<file path="config.mk">
export PLATFORM = sky130hd
export DESIGN_NAME = irq_escalator
export DESIGN_NICKNAME = d
export VERILOG_FILES = /design/src/rtl/iee_pkg.sv /design/src/rtl/iee_sync_edge.sv /design/src/rtl/iee_src_track.sv /design/src/rtl/iee_ntf_arb.sv /design/src/rtl/irq_escalator.sv
export SDC_FILE = /design/constraint.sdc
export NUM_CORES = 1
export LEC_CHECK = 0
export BUFFER_PORTS_ARGS = -buffer_cell sky130_fd_sc_hd__clkbuf_2
export CAP_MARGIN = 20
export CORE_MARGIN = 2
export CORE_UTILIZATION = 63
export DETAILED_ROUTE_END_ITERATION = 16
export GPL_ROUTABILITY_DRIVEN = 0
export PLACE_DENSITY = 0.92
export SYNTH_ARGS = -nofsm -noshare
export SYNTH_HDL_FRONTEND = slang
export SYNTH_SLANG_ARGS = --single-unit
</file>
<file path="constraint.sdc">
create_clock -name clk -period 4.8 [get_ports clk]
set_clock_uncertainty 0.1 [all_clocks]
set_input_delay 1.44 -clock clk [delete_from_list [all_inputs] [get_ports clk]]
set_output_delay 1.44 -clock clk [all_outputs]
set_load 0.1 [all_outputs]
</file>
<file path="src/rtl/iee_pkg.sv">
// Shared constants for the interrupt event notification escalator.
// Assumes exactly two notifying sources with fixed indices.
package iee_pkg;
    localparam int NUM_SRC  = 2;
    localparam int SRC_PHY  = 0;
    localparam int SRC_AERR = 1;
    localparam int DROP_BIT = 2;

    typedef enum logic [1:0] {
        RA_STATUS = 2'd0,
        RA_MASK   = 2'd1,
        RA_TMO    = 2'd2,
        RA_NONE   = 2'd3
    } reg_addr_e;
endpackage

</file>
<file path="src/rtl/iee_sync_edge.sv">
// Two-flop synchronizer followed by a rising-edge detector.
// Assumes the input may change at any time relative to clk.
module iee_sync_edge (
    input  logic clk,
    input  logic rst_n,
    input  logic async_i,
    output logic rise_o
);
    logic meta_q, sync_q, prev_q;

    // Resolve metastability and keep one older sample for edge detection.
    always_ff @(posedge clk) begin
        if (!rst_n) begin
            meta_q <= 1'b0;
            sync_q <= 1'b0;
            prev_q <= 1'b0;
        end else begin
            meta_q <= async_i;
            sync_q <= meta_q;
            prev_q <= sync_q;
        end
    end

    assign rise_o = sync_q & ~prev_q;


    rise_single_chk: assert property (@(posedge clk) disable iff (!rst_n)
        rise_o |=> !rise_o);
endmodule

</file>
<file path="src/rtl/iee_src_track.sv">
// Per-source tracker: status latch, elapsed-time counter, timeout flag
// and pending notification bit. Assumes FIRST_TO_CYC and REPEAT_CYC >= 1.
module iee_src_track #(
    parameter int FIRST_TO_CYC = 2_500_000,
    parameter int REPEAT_CYC   = 1_200_000,
    localparam int MAX_CYC     = (FIRST_TO_CYC > REPEAT_CYC) ? FIRST_TO_CYC : REPEAT_CYC,
    localparam int CNT_W       = $clog2(MAX_CYC + 1)
) (
    input  logic clk,
    input  logic rst_n,
    input  logic evt_i,
    input  logic clr_i,
    input  logic mask_i,
    input  logic grant_i,
    output logic stat_o,
    output logic tmo_o,
    output logic pend_o
);
    logic             stat_q, tmo_q, pend_q;
    logic [CNT_W-1:0] cnt_q;
    logic [CNT_W-1:0] limit;
    logic             new_evt, fire;

    // Clear is applied before the event, so a coincident event is latched.
    assign new_evt = evt_i & (~stat_q | clr_i);
    assign limit   = tmo_q ? CNT_W'(REPEAT_CYC - 1) : CNT_W'(FIRST_TO_CYC - 1);
    assign fire    = stat_q & ~clr_i & (cnt_q == limit);

    // Status latch and timeout phase flag.
    always_ff @(posedge clk) begin
        if (!rst_n) begin
            stat_q <= 1'b0;
            tmo_q  <= 1'b0;
        end else begin
            stat_q <= new_evt | (stat_q & ~clr_i);
            if (clr_i)     tmo_q <= 1'b0;
            else if (fire) tmo_q <= 1'b1;
        end
    end

    // Elapsed-time counter, restarted on latch and on every fire.
    always_ff @(posedge clk) begin
        if (!rst_n)                              cnt_q <= '0;
        else if (new_evt || !stat_q || clr_i || fire) cnt_q <= '0;
        else                                     cnt_q <= cnt_q + 1'b1;
    end

    // Pending request held until granted; fresh requests merge into it.
    always_ff @(posedge clk) begin
        if (!rst_n) pend_q <= 1'b0;
        else        pend_q <= (pend_q & ~grant_i) | (mask_i & (new_evt | fire));
    end

    assign stat_o = stat_q;
    assign tmo_o  = tmo_q;
    assign pend_o = pend_q;


    tmo_needs_stat_chk: assert property (@(posedge clk) disable iff (!rst_n)
        tmo_q |-> stat_q);

    tmo_rise_held_chk: assert property (@(posedge clk) disable iff (!rst_n)
        $rose(tmo_q) |-> $past(stat_q));

    pend_masked_chk: assert property (@(posedge clk) disable iff (!rst_n)
        $rose(pend_q) |-> $past(mask_i));
endmodule

</file>
<file path="src/rtl/iee_ntf_arb.sv">
// Fixed-priority selector for pending notifications; lowest index wins.
// Assumes requests stay asserted until their grant.
module iee_ntf_arb #(
    parameter int N     = 2,
    localparam int SRC_W = (N > 1) ? $clog2(N) : 1
) (
    input  logic             clk,
    input  logic             rst_n,
    input  logic [N-1:0]     req_i,
    input  logic             ready_i,
    output logic             valid_o,
    output logic [SRC_W-1:0] src_o,
    output logic [N-1:0]     gnt_o
);
    // Pick the lowest pending index and grant it on ready.
    always_comb begin
        logic found;
        found = 1'b0;
        src_o = '0;
        gnt_o = '0;
        for (int i = 0; i < N; i++) begin
            if (req_i[i] && !found) begin
                found    = 1'b1;
                src_o    = SRC_W'(i);
                gnt_o[i] = ready_i;
            end
        end
    end

    assign valid_o = |req_i;


    valid_hold_chk: assert property (@(posedge clk) disable iff (!rst_n)
        valid_o && !ready_i |=> valid_o);

    top_src_hold_chk: assert property (@(posedge clk) disable iff (!rst_n)
        valid_o && !ready_i && src_o == '0 |=> valid_o && src_o == '0);
endmodule

</file>
<file path="src/rtl/irq_escalator.sv">
// Interrupt event notification escalator: latches interrupt sources,
// exposes status/mask/timeout registers, and requests notifications with
// timed re-notification of unserviced interrupts.
// Assumes DATA_W >= 3 and FIRST_TO_CYC, REPEAT_CYC >= 1.
module irq_escalator #(
    parameter int FIRST_TO_CYC = 2_500_000,
    parameter int REPEAT_CYC   = 1_200_000,
    parameter int DATA_W       = 8
) (
    input  logic              clk,
    input  logic              rst_n,
    input  logic              phy_irq_in,
    input  logic              aerr_evt,
    input  logic              cell_drop,
    input  logic              reg_wr,
    input  logic [1:0]        reg_addr,
    input  logic [DATA_W-1:0] reg_wdata,
    output logic [DATA_W-1:0] reg_rdata,
    output logic              ntf_valid,
    output logic              ntf_src,
    input  logic              ntf_ready
);
    import iee_pkg::*;

    logic [NUM_SRC-1:0] evt, clr, mask_q, stat, tmo, pend, gnt;
    logic               phy_rise, drop_q, wr_status, wr_mask;

    assign wr_status = reg_wr && (reg_addr_e'(reg_addr) == RA_STATUS);
    assign wr_mask   = reg_wr && (reg_addr_e'(reg_addr) == RA_MASK);

    iee_sync_edge u_phy_sync (
        .clk     (clk),
        .rst_n   (rst_n),
        .async_i (phy_irq_in),
        .rise_o  (phy_rise)
    );

    assign evt[SRC_PHY]  = phy_rise;
    assign evt[SRC_AERR] = aerr_evt;
    assign clr           = wr_status ? reg_wdata[NUM_SRC-1:0] : '0;

    for (genvar s = 0; s < NUM_SRC; s++) begin : g_src
        iee_src_track #(
            .FIRST_TO_CYC (FIRST_TO_CYC),
            .REPEAT_CYC   (REPEAT_CYC)
        ) u_track (
            .clk     (clk),
            .rst_n   (rst_n),
            .evt_i   (evt[s]),
            .clr_i   (clr[s]),
            .mask_i  (mask_q[s]),
            .grant_i (gnt[s]),
            .stat_o  (stat[s]),
            .tmo_o   (tmo[s]),
            .pend_o  (pend[s])
        );
    end

    iee_ntf_arb #(.N(NUM_SRC)) u_arb (
        .clk     (clk),
        .rst_n   (rst_n),
        .req_i   (pend),
        .ready_i (ntf_ready),
        .valid_o (ntf_valid),
        .src_o   (ntf_src),
        .gnt_o   (gnt)
    );

    // Mask register, written whole from the low data bits.
    always_ff @(posedge clk) begin
        if (!rst_n)       mask_q <= '0;
        else if (wr_mask) mask_q <= reg_wdata[NUM_SRC-1:0];
    end

    // Cell-drop flag: write zero clears, a new drop sets and wins.
    always_ff @(posedge clk) begin
        if (!rst_n) drop_q <= 1'b0;
        else        drop_q <= cell_drop | (drop_q & ~(wr_status & ~reg_wdata[DROP_BIT]));
    end

    // Register read multiplexer.
    always_comb begin
        reg_rdata = '0;
        case (reg_addr_e'(reg_addr))
            RA_STATUS: begin
                reg_rdata[NUM_SRC-1:0] = stat;
                reg_rdata[DROP_BIT]    = drop_q;
            end
            RA_MASK:   reg_rdata[NUM_SRC-1:0] = mask_q;
            RA_TMO:    reg_rdata[NUM_SRC-1:0] = tmo;
            default:   reg_rdata = '0;
        endcase
    end


    drop_no_ntf_chk: assert property (@(posedge clk) disable iff (!rst_n)
        $rose(ntf_valid) |-> $past(|(evt & mask_q)) || $past(|(stat & mask_q)));
endmodule

</file>
==> run metrics <==
Tmin final 4010 ps; DR iter-0 viols 174; WP data required 3260 ps; post-placement cell count 392; CTS tree done; PD cells 272 mW/mm²; CTS sink cnt 56; crit path DAT 2470 ps; global route overflow 0; Worst Setup Start Kind primary input; Synth Cell Area 0.00295 mm²; Syn Area/Cell 8.60 µm²; Die X 72.4 µm; commonest cells in the netlist 56 x dfxtp_1, 21 x nand2_1, 21 x nor3_1; max-slew violation count 0; ys async rst share 0%; leakage power 0.000952 µW; Setup Fix Bufs, Post-CTS 0; RSZ-0062 raised after global routing false; Final Non-Filler Cells 400; TritonCTS buffer count 5; initial antenna violation count 0; Tot GR Track Use 23.3%; CTS max path bufs 2; Hold Crit Depth 1; #FFs+latches synth 56; top-area cell type share of the netlist area 38.0%; row count 24; Slew HR 42.0%; Critical-path top delay cell clkbuf_2; Core Util, Final 70.2%; setup TNS 0 ps; wirelength, routed 5.77 mm; placed instance area 0.00300 mm²; die height 72.4 µm; largest net degree at the start of global routing 23; vias in the first global route 2,366; Flop pwr share 55.7%; design area 0.00312 mm²; switching share of power 23.2%; I/O Buffers 16; GR peak layer met2; post-cts sizing count 0; Synth Warn # 0; clock latency on the worst-skew pair 310 ps; CP max stage delay 480 ps; min-delay worst type reg2reg; CP endpoint kind output pin; layout cells sized above 1 9.20%; CP Class in2out; Tightest Pin Transition 870 ps; final setup fails 0; most common flop cell mapped by yosys dfxtp_1; core region area 0.00444 mm²; FF-to-FF path depth 4; antenna viol nets, final 0; top post-synthesis cells by area dfxtp_1 38%, xnor2_1 5.6%, nor3_1 3.6%, nand3_1 2.7%, nand2_1 2.7%; antenna cells 0; global-route wire length before repair 10.0 mm; htree depth 2; Max Cap Violations 0; nets@finish 366; met3 Resource Use GR 3.75%; crit-path cells clkbuf_2, nor2b_1, nand2_1, o21ai_1, clkbuf_2; count of cell types in the netlist 55; Clock Power Share 38.2%; Vias 2,539; Final Cycle Share 83.6%; DRC 0; CP max FO 7; CTS Hold Bufs 0; f_max 249 MHz; Final Hold Vio Count 0; Die Area 0.00524 mm²; Post-synth EDFFs 0; Area Overhead vs Synth 5.73%; io pins 27; status completed; sequential area share after synthesis 38.0%; Internal Dissipation 651 µW; cells after synthesis 343; Starting Density 66.4%; CTS Root Cell clkbuf_8; count leader, synth dfxtp_1; Pre-Repair DR Iteration Count 4; top cell type by total area after synthesis dfxtp_1; met1 GRT Util 29.6%; NetSw 197 µW; via-per-instance ratio 6.35; Post-DP HPWL 4.02 mm; Max VDD drop 0.157 mV; Pwr Total 847 µW; CP dominant cell by count clkbuf_2; met2 Resource Use GR 40.3%; Comb pwr share 6.1%; Avg WL per Cell 14.4 µm; Reg clk slew, reported paths 90 ps
## kinds of logic (layout without fill, tap and decap cells)
family                     count (synthesis)  count (layout)  share of synthesized area [%]
and+or+nand+nor                          164             164                           33.1
DFF                                       56              56                           38.0
AOI/OAI and AO/OA                         54              54                           12.7
buffers and inverters                     35              36                           5.81
xor gates and xnor gates                  26              26                           7.72
muxes                                      5               5                           1.70
adders and majority gates                  2               2                          0.848
other                                      1               5                          0.127
## layer usage
layer / vias to the layer above / share of wire, %
li1: 1257 / -
met1: 1199 / 47
met2: 76 / 47
met3: 7 / 4.7
met4: 0 / 1.1
met5: - / 0
## cell usage in the layout, fill, tap and decap left out, drive strengths merged, types with 6 or more instances in the layout
cell type,n
dfxtp,56
clkbuf,22
nand2,21
nor3,21
xnor2,19
nor2,18
nand3,16
o21ai,15
or3,12
inv,11
nand4,11
nor4,9
a21oi,9
and2,7
a211oi,7
xor2,7
nor2b,6
or4,6
nor3b,6
## area by class of cell
cell class                      instances  area, µm²
Sequential cell                        56       1120
Fill cell                             321       1330
Inverter                               11       41.3
Multi-Input combinational cell        256       1680
Tap cell                               52       65.1
Timing Repair Buffer                   17       87.6
Clock buffer                            6       82.6
Clock inverter                          2       38.8
## power groups by stage
stage | clock (µW) | sequential, µW | combinational [µW]
CTS | 328 | 472 | 51.7
floorplan | 0 | 482 | 45.9
finish | 324 | 472 | 51.8
detailed placement | 0 | 483 | 51.2
global placement | 0 | 482 | 50.4
global route | 349 | 473 | 54.9
## path summary, 6_finish.rpt
path                                          from                                    to  slack, ps
max                                    reg_addr[0]                          reg_rdata[1]        790
min                   u_phy_sync.meta_q$_SDFF_PN0_          u_phy_sync.sync_q$_SDFF_PN0_        340
max reg2reg  g_src[0].u_track.cnt_q[11]$_SDFF_PP0_  g_src[0].u_track.cnt_q[4]$_SDFF_PP0_       2270
min reg2reg           u_phy_sync.meta_q$_SDFF_PN0_          u_phy_sync.sync_q$_SDFF_PN0_        340
## critical path, delay by kind of cell
kind                   cells  cell delay, ps
buffers and inverters      2             640
AND/OR/NAND/NOR            2             300
AO/OA/AOI/OAI              1              90
## per-stage QoR
step,hold WS (ps),setup slack (ps)
floorplan,312,115
global placement,315,850
detailed placement,324,781
CTS,348,778
global route,377,713
finish,344,788
## flip-flops by register name, summed over array words and instances, names as in the netlist
signal	flops
drop_q	1
u_phy_sync.prev_q	1
g_src.u_track.stat_o	2
u_phy_sync.meta_q	1
g_src.u_track.pend_o	2
g_src.u_track.tmo_o	2
g_src.u_track.cnt_q	44
u_phy_sync.sync_q	1
mask_q	2
Note: power is estimated with default switching activity, not from simulation.
